File: config.mk
export PLATFORM = sky130hd
export DESIGN_NAME = eq_word_sender
export DESIGN_NICKNAME = d
export VERILOG_FILES = /design/src/rtl/eq_pkg.sv /design/src/rtl/eq_period_cnt.sv /design/src/rtl/eq_bit_shifter.sv /design/src/rtl/eq_word_sender.sv
export SDC_FILE = /design/constraint.sdc
export NUM_CORES = 1
export LEC_CHECK = 0
export CAP_MARGIN = 40
export CORE_AREA = 2 2 56 58
export CTS_BUF_LIST = sky130_fd_sc_hd__clkbuf_8 sky130_fd_sc_hd__clkbuf_16
export DETAILED_ROUTE_END_ITERATION = 16
export DIE_AREA = 0 0 58 60
export PLACE_DENSITY = 0.81
export SLEW_MARGIN = 20
export SYNTH_ARGS = -nofsm -noshare
export SYNTH_HDL_FRONTEND = slang
export SYNTH_SLANG_ARGS = --single-unit
export TNS_END_PERCENT = 20
File: constraint.sdc
create_clock -name clk_i -period 1.7 [get_ports clk_i]
set_input_delay 0.34 -clock clk_i [delete_from_list [all_inputs] [get_ports clk_i]]
set_output_delay 0.34 -clock clk_i [all_outputs]
set_load 0.005 [all_outputs]
File: src/rtl/eq_pkg.sv
package eq_pkg;
  typedef enum logic [1:0] {
    ST_IDLE  = 2'd0,
    ST_SHIFT = 2'd1,
    ST_LATCH = 2'd2,
    ST_FIN   = 2'd3
  } eq_state_e;
endpackage

File: src/rtl/eq_period_cnt.sv
module eq_period_cnt #(
  parameter int unsigned LEN = 4,
  localparam int unsigned W = (LEN > 1) ? $clog2(LEN) : 1
) (
  input  logic         clk_i,
  input  logic         rst_ni,
  input  logic         en_i,
  output logic [W-1:0] cnt_o,
  output logic         wrap_o
);
  assign wrap_o = en_i && (cnt_o == W'(LEN - 1));

  always_ff @(posedge clk_i or negedge rst_ni) begin
    if (!rst_ni)     cnt_o <= '0;
    else if (wrap_o) cnt_o <= '0;
    else if (en_i)   cnt_o <= cnt_o + W'(1);
  end
endmodule

File: src/rtl/eq_bit_shifter.sv
module eq_bit_shifter #(
  parameter int unsigned WIDTH = 8
) (
  input  logic             clk_i,
  input  logic             rst_ni,
  input  logic             load_i,
  input  logic [WIDTH-1:0] din_i,
  input  logic             shift_i,
  output logic             lsb_o
);
  logic [WIDTH-1:0] sh_q;

  always_ff @(posedge clk_i or negedge rst_ni) begin
    if (!rst_ni)      sh_q <= '0;
    else if (load_i)  sh_q <= din_i;
    else if (shift_i) sh_q <= {1'b0, sh_q[WIDTH-1:1]};
  end

  assign lsb_o = sh_q[0];
endmodule

File: src/rtl/eq_word_sender.sv
module eq_word_sender
  import eq_pkg::*;
#(
  parameter int unsigned DIV         = 4,
  parameter int unsigned STB_PERIODS = 2,
  parameter int unsigned WORD_W      = 8
) (
  input  logic              clk_i,
  input  logic              rst_ni,
  input  logic              start_i,
  input  logic [WORD_W-1:0] band_i,
  input  logic [WORD_W-1:0] gain_i,
  output logic              busy_o,
  output logic              done_o,
  output logic              sclk_o,
  output logic              sdata_o,
  output logic              lat_no
);
  localparam int unsigned HALF    = DIV / 2;
  localparam int unsigned STB_CYC = STB_PERIODS * DIV;
  localparam int unsigned PW      = (DIV > 1) ? $clog2(DIV) : 1;
  localparam int unsigned SW      = (STB_CYC > 1) ? $clog2(STB_CYC) : 1;
  localparam int unsigned BW      = (WORD_W > 1) ? $clog2(WORD_W) : 1;

  eq_state_e         state_q;
  logic [BW-1:0]     bit_q;
  logic              second_q;
  logic [WORD_W-1:0] gain_q;
  logic [PW-1:0]     phase;
  logic              phase_wrap;
  logic [SW-1:0]     stb_cnt;
  logic              stb_wrap;
  logic              accept;
  logic              last_bit;
  logic              load_sh;
  logic [WORD_W-1:0] load_val;
  logic              sh_lsb;

  assign accept   = (state_q == ST_IDLE) && start_i;
  assign last_bit = (bit_q == BW'(WORD_W - 1));
  assign load_sh  = accept || (stb_wrap && !second_q);
  assign load_val = accept ? band_i : gain_q;

  eq_period_cnt #(.LEN(DIV)) u_phase (
    .clk_i  (clk_i),
    .rst_ni (rst_ni),
    .en_i   (state_q == ST_SHIFT),
    .cnt_o  (phase),
    .wrap_o (phase_wrap)
  );

  eq_period_cnt #(.LEN(STB_CYC)) u_strobe (
    .clk_i  (clk_i),
    .rst_ni (rst_ni),
    .en_i   (state_q == ST_LATCH),
    .cnt_o  (stb_cnt),
    .wrap_o (stb_wrap)
  );

  eq_bit_shifter #(.WIDTH(WORD_W)) u_shift (
    .clk_i   (clk_i),
    .rst_ni  (rst_ni),
    .load_i  (load_sh),
    .din_i   (load_val),
    .shift_i (phase_wrap && !last_bit),
    .lsb_o   (sh_lsb)
  );

  always_ff @(posedge clk_i or negedge rst_ni) begin
    if (!rst_ni) begin
      state_q  <= ST_IDLE;
      bit_q    <= '0;
      second_q <= 1'b0;
      gain_q   <= '0;
    end else begin
      unique case (state_q)
        ST_IDLE: if (accept) begin
          state_q  <= ST_SHIFT;
          bit_q    <= '0;
          second_q <= 1'b0;
          gain_q   <= gain_i;
        end
        ST_SHIFT: if (phase_wrap) begin
          if (last_bit) state_q <= ST_LATCH;
          else          bit_q   <= bit_q + BW'(1);
        end
        ST_LATCH: if (stb_wrap) begin
          if (second_q) state_q <= ST_FIN;
          else begin
            state_q  <= ST_SHIFT;
            bit_q    <= '0;
            second_q <= 1'b1;
          end
        end
        ST_FIN: state_q <= ST_IDLE;
        default: state_q <= ST_IDLE;
      endcase
    end
  end

  // outputs decoded from registers only
  assign busy_o  = (state_q != ST_IDLE);
  assign done_o  = (state_q == ST_FIN);
  assign sclk_o  = (state_q == ST_SHIFT) && (phase >= PW'(HALF));
  assign sdata_o = (state_q == ST_SHIFT) && sh_lsb;
  assign lat_no  = (state_q != ST_LATCH);

  logic unused_ok;
  assign unused_ok = ^stb_cnt;
endmodule

=== After elaboration in Yosys (flattened, before gate mapping) ===
Index checks and enable logic that the tools add are counted.

* Bits in registers: 27
* Bits in latches: 0
* Bits in writable memories: 0
* ROM bits: 0
* Input bits: 19
* Logic and storage cells: 67
* Memories kept: 0

* $add $sub $neg: 3
* $mul: 0
* Div/mod/pow operators: 0
* Order comparisons: 1
* Equality and inequality tests: 13
* Shift operators: 0
* Mux-type cells: 22
* Bitwise gates (word level): 0
* Reduce and logical (&&, ||, !) cells: 21

{| class="wikitable"
|+ Operator list
! kind !! count
|-
| two-way mux 8 bit || 3
|-
| two-way mux 3 bit || 7
|-
| two-way mux 2 bit || 7
|-
| != test 2 bit, second input constant || 7
|-
| nonzero test 2 bit || 5
|-
| case mux 3 bit (3 select lines) || 1
|-
| case mux 2 bit (4 select lines) || 1
|-
| logical AND 1 bit || 7
|-
| adder 3 x 1 -> 3 bit, second input constant || 2
|-
| equality test 2 bit, second input constant || 3
|-
| equality test 3 bit, second input constant || 2
|-
| AND reduction 6 bit || 1
|-
| AND reduction 4 bit || 1
|-
| AND reduction 3 bit || 1
|-
| nonzero test 3 bit || 1
|-
| adder 2 x 1 -> 2 bit, second input constant || 1
|-
| equality test 2 x 1 -> 1 bit, second input constant || 1
|-
| >= comparator 2 bit, second input constant || 1
|-
| zero test 1 bit || 2
|-
| zero test 2 bit || 1
|-
| two-way mux 1 bit || 2
|-
| case mux 1 bit (2 select lines) || 1
|-
| AND reduction 2 bit || 1
|-
| logical OR 1 bit || 1
|}

=== Longest topological paths before layout ===
Gate-level depths: netlist of run 1.

* Depth in word-level cells: 5
* Mapped depth: 6

=== Modules after synthesis ===
A second synthesis of run 1 with hierarchy kept.

* Cell total of the unflattened synthesis: 143
* Area total of the unflattened synthesis: 1421.4 sq um

{| class="wikitable"
|+ By module, submodules not included
! module !! instances !! cells each !! area an instance (sq um)
|-
| eq_word_sender || 1 || 90 || 803.3
|-
| eq_bit_shifter || 1 || 34 || 369.1
|-
| eq_period_cnt at u_strobe || 1 || 12 || 152.6
|-
| eq_period_cnt at u_phase || 1 || 7 || 96.3
|}

=== Least setup slack after synthesis of run 1 ===
OpenSTA, ideal clock, no wires.

* Path kind: register to register
* Start: register state_q[1]
* End: register bit_q[1]
* Library setup time: 120 ps
* Arrival: 1359 ps
* Setup slack: 222 ps
* Stages on the path, launching flop included: 6
* Buffers on the path: 2
* Period minus slack after synthesis: 1478 ps
* Cell sequence: dfrtp_1 -> buf_2 -> or3b_4 -> and2_4 -> buf_6 -> a31o_1

* Cells in the longest elaborated chain, start to end: 4
* Elaborated cells on any way between the ends: 14
* Those cells by class: eq/ne (7); mux (1); reduce/logical (6)

{| class="wikitable"
|+ Ends and longest elaborated chain
! item !! line !! source
|-
| start: declaration || eq_word_sender.sv:25 || <nowiki>eq_state_e state_q;</nowiki>
|-
| start signal: assignment || eq_word_sender.sv:71 || <nowiki>state_q <= ST_IDLE;</nowiki>
|-
| start signal: assignment || eq_word_sender.sv:78 || <nowiki>state_q <= ST_SHIFT;</nowiki>
|-
| start signal: assignment || eq_word_sender.sv:84 || <nowiki>if (last_bit) state_q <= ST_LATCH;</nowiki>
|-
| equality test 2 bit (tied with other cells) || eq_word_sender.sv:55, eq_word_sender.sv:76 ||
|-
| logical AND 1 bit, on equally long branches || eq_period_cnt.sv:11, eq_word_sender.sv:39 ||
|-
| != test 2 bit (no line) || - ||
|-
| AND reduction 6 bit (no line) || - ||
|-
| end signal: assignment || eq_word_sender.sv:85 || <nowiki>else bit_q <= bit_q + BW'(1);</nowiki>
|-
| end: declaration || eq_word_sender.sv:26 || <nowiki>logic [BW-1:0] bit_q;</nowiki>
|}

Several ways; a longest one is shown, not always the timed one.
A chain may end at the register's enable or synchronous reset.

=== Final worst setup path of run 1 ===
* Start: register state_q[1]
* End: output port done_o

* Cells in the longest elaborated chain, start to end: 1

{| class="wikitable"
|+ Ends and longest elaborated chain
! item !! line !! source
|-
| equality test 2 bit || eq_word_sender.sv:103 || <nowiki>assign done_o = (state_q == ST_FIN);</nowiki>
|-
| end: declaration || eq_word_sender.sv:14 || <nowiki>output logic done_o,</nowiki>
|}

Every way passes these cells.

==> flow_metrics.env, run 1 <==
export IMPL_port_buffers=23
export IMPL_grt_pass1_wl_mm=4.23
export IMPL_gp_congestion=0.745
export IMPL_num_fill_cells=251
export IMPL_start_kind="flop"
export IMPL_path_delay_family="flip-flops"
export IMPL_setup_viol=0
export IMPL_regToRegSetupSlack_ns=0.08
export IMPL_via_per_inst=5.30
export IMPL_ioPinCount=24
export IMPL_yosysWarnings=0
export IMPL_n_antenna_cell=0
export IMPL_wl_per_cell_um=13.3
export IMPL_hold_path_class="in2async"
export IMPL_clockBufferDepth=2
export IMPL_cap_violations=0
export IMPL_clk_pin_slew_ns=0.09
export IMPL_die_h_um=60
export IMPL_hold_viol=0
export IMPL_cp_end_kind="output pin"
export IMPL_critPathMaxStageDelay_ns=0.45
export IMPL_ant_nets=0
export IMPL_syn2layout_area_growth_pct=26.3
export IMPL_syn_nets=138
export IMPL_grt_max_degree=28
export IMPL_num_vias=932
export IMPL_worstSetupPathDepth=3
export IMPL_floorplan_die_width_um=58
export IMPL_place_inst=169
export IMPL_crit_path_start="state_q[1]$_DFFE_PN0P_"
export IMPL_period_minus_slack_ns=1.62
export IMPL_synthDistinctLibCells=27
export IMPL_skew_ns=0.00292
export IMPL_syn_instance_count=113
export IMPL_slew_headroom_pct=77.4
export IMPL_status="finished, final reports clean"
export IMPL_grt_usage_pct=16.1
export IMPL_ir_worst_vdd_mv=0.698
export IMPL_cts_hold_buf=0
export IMPL_final_max_slew_viol_count=0
export IMPL_clkSinkCount=27
export IMPL_gr_total_overflow=0
export IMPL_r2r_end="u_shift.sh_q[0]$_DFFE_PN0P_"
export IMPL_p_leak_uw=0.000897
export IMPL_stdcell_count=176
export IMPL_drive_gt1_share_pct=21.0
export IMPL_required_ns=1.36
export IMPL_worst_path_buf_inv=2
export IMPL_fmax_ghz=0.616
export IMPL_hpwl_mm=1.76
export IMPL_crit_type="reg2out"
export IMPL_grt_antenna_before_repair=0
export IMPL_design_area_um2=1740
export IMPL_start_util_pct=47.5
export IMPL_coreArea_um2=2900
export IMPL_clock_latency_ns=0.27
export IMPL_p_per_area_nw_per_um2=1220
export IMPL_row_count=20
export IMPL_path_max_fanout=6
export IMPL_arrival_ns=1.28
export IMPL_rr_startpoint="state_q[0]$_DFFE_PN0P_"
export IMPL_h_tree_depth=1
export IMPL_drtPass1Iterations=4
export IMPL_synth_seq_area_share_pct=49.0
export IMPL_worstMarginPinSlew_ns=0.339
export IMPL_synth_seq_cells=27
export IMPL_numCtsBuffers=3
export IMPL_synth_area_um2=1380
export IMPL_cp_slowest_cell="dfrtp_2"
export IMPL_fin_nets=169
export IMPL_rsz0062_at_grt="false"
export IMPL_grt_pass1_vias=1011
export IMPL_endpoint="done_o"
export IMPL_avgSynthCellArea_um2=12.2
export IMPL_crit_chain="buf_4 > and2_1 > dlygate4sd2_1"
export IMPL_wl_mm=2.33
export IMPL_worst_r2r_path_depth=5
export IMPL_dieArea_um2=3480
export IMPL_clockRootBuffer="clkbuf_8"
export IMPL_drc_errors=0
export IMPL_dpl_instance_area_um2=1670
export IMPL_dr_first_iter_drc_count=22
export IMPL_fin_crit_sh_pct=95.5
export IMPL_cts_tree="built"
-- metrics by stage --
| stage | setup TNS [ns] | setup WS, ns | power [uW] | utilization (%) | hold slack (ns) |
|---|---|---|---|---|---|
| 6_report | 0 | 0.0768 | 2120 | 60.0 | 0.441 |
| 4_1_cts | 0 | 0.0646 | 2150 | 59.9 | 0.455 |
| 3_3_place_gp | -1.25 | -0.0898 | 1730 | 57.4 | 0.469 |
| 2_1_floorplan | 0 | 0.222 | 1530 | - | 0.0444 |
| 3_5_place_dp | -1.67 | -0.131 | 1780 | 57.4 | 0.490 |
| 5_1_grt | 0 | 0.00235 | 2300 | 60.0 | 0.459 |
-- routing by layer --
metal / vias up / track usage (%) / share of wire [%]
met5: - / 0 / 0
met2: 27 / 28.9 / 50
met3: 5 / 2.81 / 5.1
met1: 436 / 18.1 / 43
met4: 0 / 8.97 / 1.6
li1: 464 / - / -
-- sequential cells by signal, indices dropped and copies added, names as in the netlist --
| signal | flops |
|---|---|
| bit_q | 3 |
| gain_q | 8 |
| u_phase.cnt_o | 2 |
| u_shift.sh_q | 8 |
| state_q | 2 |
| second_q | 1 |
| u_strobe.cnt_o | 3 |
-- Yosys cell counts, drive strengths merged --
cell | n | area (um2)
inv | 3 | 11.3
mux2i | 21 | 210
a21o | 2 | 15.0
mux2 | 9 | 101
dfrtp | 27 | 676
o21ai | 6 | 30.0
nand4 | 3 | 18.8
nor3 | 2 | 10.0
nand4bb | 2 | 22.5
or2 | 1 | 6.26
and2 | 2 | 15.0
o22ai | 1 | 6.26
and4b | 2 | 20.0
clkbuf | 2 | 7.51
o211ai | 1 | 7.51
or3b | 1 | 11.3
ha | 6 | 75.1
and4bb | 1 | 12.5
nand2b | 3 | 18.8
a31o | 2 | 17.5
nand2 | 6 | 22.5
nor2 | 4 | 15.0
buf | 6 | 48.8
-- cells by family after synthesis --
| group | after synthesis | share of synthesized area, % |
|---|---|---|
| buffers and inverters | 11 | 4.90 |
| and+or+nand+nor | 27 | 12.5 |
| AOI/OAI and AO/OA | 12 | 5.54 |
| muxes | 30 | 22.6 |
| DFF | 27 | 49.0 |
| adders and majority gates | 6 | 5.44 |
-- worst register-to-register path, cell delays in order (launching register included) --
cell and delay (ns):
dfrtp_2 0.45, buf_4 0.17, or3b_4 0.43, buf_12 0.17, mux2i_2 0.18, o211ai_1 0.10
-- report_power, final --
group          internal (uW)  leakage (uW)  total (uW)  switching [uW]
combinational            451      0.000536         777             325
sequential               864      0.000334         994             129
clock                    162     0.0000269         350             189
-- cell type report --
class	count	area [um2]	share of cell area, %
Sequential cell	27	678	38.9
Multi-Input combinational cell	75	647	37.1
Timing Repair Buffer	34	319	18.3
Clock buffer	3	41.3	2.37
Tap cell	33	41.3	2.37
Inverter	3	11.3	0.647
Clock inverter	1	3.75	0.216
-- what timing repair did --
item | in CTS | in global routing
endpoints found under the setup margin | 5 | 1
gates cloned | 0 | 0
setup buffers | 3 | 0
resized for setup | 8 | 1
-- cells in the final DEF (no fill, tap or decap) --
| cell type | count |
|---|---|
| o21ai_1 | 1 |
| and4bb_2 | 1 |
| mux2i_2 | 1 |
| o211ai_1 | 1 |
| nand4bb_1 | 2 |
| mux2i_1 | 20 |
| nand2b_1 | 2 |
| mux2_2 | 8 |
| and4b_1 | 2 |
| dfrtp_1 | 25 |
| inv_1 | 4 |
| nand2b_4 | 1 |
| dlygate4sd2_1 | 5 |
| nand2_1 | 6 |
| and2_4 | 1 |
| o22ai_1 | 1 |
| nor2_1 | 4 |
| mux2_1 | 1 |
| and2_1 | 1 |
| a31o_1 | 2 |
| buf_4 | 10 |
| buf_12 | 1 |
| ha_1 | 6 |
| nand4_1 | 3 |
| or2_2 | 1 |
| nor3_1 | 2 |
| a21o_1 | 2 |
| clkdlybuf4s50_1 | 18 |
| clkbuf_8 | 3 |
| or3b_4 | 1 |
| o21ai_0 | 5 |
| dfrtp_2 | 2 |
-- worst min-delay path by stage --
stage	end	slack [ns]	cells past startpoint
after detailed placement	gain_q[7]$_DFFE_PN0P_	0.49	1
after CTS	u_phase.cnt_o[1]$_DFFE_PN0P_	0.45	2
after global routing	u_phase.cnt_o[1]$_DFFE_PN0P_	0.46	2
after floorplan	bit_q[0]$_DFFE_PN0P_	0.04	0
after global placement	u_strobe.cnt_o[2]$_DFFE_PN0P_	0.47	2
final	state_q[0]$_DFFE_PN0P_	0.44	2
Note: power is estimated with default switching activity, not from simulation.
==> inputs of run 2 (changes only) <==
CTS_BUF_LIST = sky130_fd_sc_hd__clkbuf_4 sky130_fd_sc_hd__clkbuf_8 sky130_fd_sc_hd__clkbuf_16   (was sky130_fd_sc_hd__clkbuf_8 sky130_fd_sc_hd__clkbuf_16)
==> run 2 against run 1 <==
Effect of this change:
- critical path depth is the same
- global-route usage down 0.29 points
- routed wire length increased by 2.4%
- sequential share of layout area fell by 0.42 points
- critical path type unchanged
- largest cell class unchanged
- largest power group unchanged
==> flow_metrics.env, run 2 (synthesis results as in run 1) <==
export IMPL_status="finished, final reports clean"
export IMPL_fin_crit_sh_pct=97.3
export IMPL_setup_viol=0
export IMPL_ir_worst_vdd_mv=0.696
export IMPL_port_buffers=23
export IMPL_wl_per_cell_um=13.3
export IMPL_clockBufferDepth=2
export IMPL_clk_pin_slew_ns=0.15
export IMPL_cp_slowest_cell="dfrtp_2"
export IMPL_ioPinCount=24
export IMPL_path_max_fanout=6
export IMPL_regToRegSetupSlack_ns=0.08
export IMPL_final_max_slew_viol_count=0
export IMPL_wl_mm=2.39
export IMPL_grt_max_degree=28
export IMPL_clockRootBuffer="clkbuf_4"
export IMPL_hold_path_class="in2async"
export IMPL_gp_congestion=0.745
export IMPL_largestRegisters="gain_q (8), u_shift.sh_q (8)"
export IMPL_gr_total_overflow=0
export IMPL_p_per_area_nw_per_um2=1200
export IMPL_slew_headroom_pct=77.6
export IMPL_dpl_instance_area_um2=1670
export IMPL_n_antenna_cell=0
export IMPL_num_vias=960
export IMPL_period_minus_slack_ns=1.65
export IMPL_r2r_end="u_shift.sh_q[0]$_DFFE_PN0P_"
export IMPL_grt_usage_pct=15.8
export IMPL_worstMarginPinSlew_ns=0.336
export IMPL_cp_end_kind="output pin"
export IMPL_floorplan_die_width_um=58
export IMPL_rsz0062_at_grt="false"
export IMPL_fin_nets=172
export IMPL_arrival_ns=1.31
export IMPL_num_fill_cells=256
export IMPL_required_ns=1.36
export IMPL_final_common_cell="dfrtp_1"
export IMPL_skew_ns=0.0132
export IMPL_finalHoldWorstSlack_ns=0.372
export IMPL_start_util_pct=47.5
export IMPL_row_count=20
export IMPL_cts_tree="built"
export IMPL_cap_violations=0
export IMPL_dieArea_um2=3480
export IMPL_grt_pass1_wl_mm=4.20
export IMPL_mostFrequentLayoutCells="25 x dfrtp_1, 20 x mux2i_1, 18 x clkdlybuf4s50_1"
export IMPL_via_per_inst=5.36
export IMPL_ant_nets=0
export IMPL_die_h_um=60
export IMPL_drive_gt1_share_pct=24.7
export IMPL_p_leak_uw=0.000896
export IMPL_clkSinkCount=27
export IMPL_crit_type="reg2out"
export IMPL_start_kind="flop"
export IMPL_h_tree_depth=1
export IMPL_worst_r2r_path_depth=5
export IMPL_grt_pass1_vias=996
export IMPL_grt_antenna_before_repair=0
export IMPL_drtPass1Iterations=4
export IMPL_coreArea_um2=2900
export IMPL_dr_first_iter_drc_count=22
export IMPL_syn2layout_area_growth_pct=27.7
export IMPL_fmax_ghz=0.605
export IMPL_crit_chain="nand2b_4 > nor2_1 > clkdlybuf4s15_1"
export IMPL_hpwl_mm=1.76
export IMPL_rr_startpoint="state_q[0]$_DFFE_PN0P_"
export IMPL_critPathMaxStageDelay_ns=0.48
export IMPL_design_area_um2=1760
export IMPL_clock_latency_ns=0.32
export IMPL_hold_viol=0
export IMPL_utilization_pct=60.6
export IMPL_cts_hold_buf=0
export IMPL_drc_errors=0
export IMPL_numCtsBuffers=3
==> run 2: cell count changes in the layout (fill, tap and decap cells not counted), moves of 2 or more <==
cell             before  now
buf_4                10   12
clkbuf_4              0    4
clkbuf_8              3    0
clkdlybuf4s15_1       0    4
dlygate4sd2_1         5    1
inv_1                 4    2
==> run 2: worst max-delay path: cells and delay by family (launching register included) <==
| kind | cells | cell delay, ns |
|---|---|---|
| and+or+nand+nor | 2 | 0.29 |
| DFF | 1 | 0.48 |
| buffers and inverters | 1 | 0.22 |
==> run 2: worst max path at each step <==
| stage | startpoint | end | slack, ns | cells after the start |
|---|---|---|---|---|
| finish | state_q[1]$_DFFE_PN0P_ | sdata_o | 0.05 | 3 |
| global route | state_q[0]$_DFFE_PN0P_ | u_shift.sh_q[0]$_DFFE_PN0P_ | 0.01 | 5 |
| CTS | state_q[0]$_DFFE_PN0P_ | busy_o | 0.007 | 2 |
| detailed placement | start_i | u_shift.sh_q[0]$_DFFE_PN0P_ | -0.13 | 5 |
| global placement | start_i | gain_q[6]$_DFFE_PN0P_ | -0.09 | 4 |
| floorplan | state_q[1]$_DFFE_PN0P_ | bit_q[1]$_DFFE_PN0P_ | 0.22 | 5 |
==> run 2: power by group <==
group | switching (uW) | total (uW) | internal (uW)
Clock | 183 | 291 | 108
Combinational | 343 | 826 | 483
Sequential | 125 | 988 | 862
==> run 2: area by class of cell <==
cell class	count	area (um2)	share of cell area [%]
Tap cell	33	41.3	2.35
Sequential cell	27	678	38.5
Clock buffer	4	30.0	1.71
Timing Repair Buffer	37	350	19.9
Multi-Input combinational cell	75	649	36.9
Inverter	3	11.3	0.640
==> run 2: layer usage <==
metal / vias up / share of wire (%) / GRT usage, %
li1: 472 / - / -
met1: 455 / 43 / 18.6
met2: 29 / 51 / 28.7
met3: 4 / 4.6 / 2.16
met4: 0 / 0.96 / 6.98
met5: - / 0 / 0
==> run 2: metrics by stage <==
stage | worst slack [ns] | setup TNS [ns] | instances | total power [uW]
floorplan | 0.222 | 0 | 113 | 1530
global placement | -0.0898 | -1.25 | 169 | 1730
detailed placement | -0.131 | -1.67 | 169 | 1780
CTS | 0.00711 | 0 | 176 | 2080
global route | 0.0106 | 0 | 179 | 2280
finish | 0.0459 | 0 | 179 | 2100
==> run 2: timing repair <==
item                                    4_1_cts  5_1_grt
gates resized for setup                       9        7
buffers inserted                              3        3
endpoints found under the setup margin        5        5
pin swaps                                     0        1
==> inputs of run 3 (changes only) <==
SLEW_MARGIN = not set   (was 20)
==> results of run 3 <==
No change in the layout: final DEF, timing and power equal those of run 2.
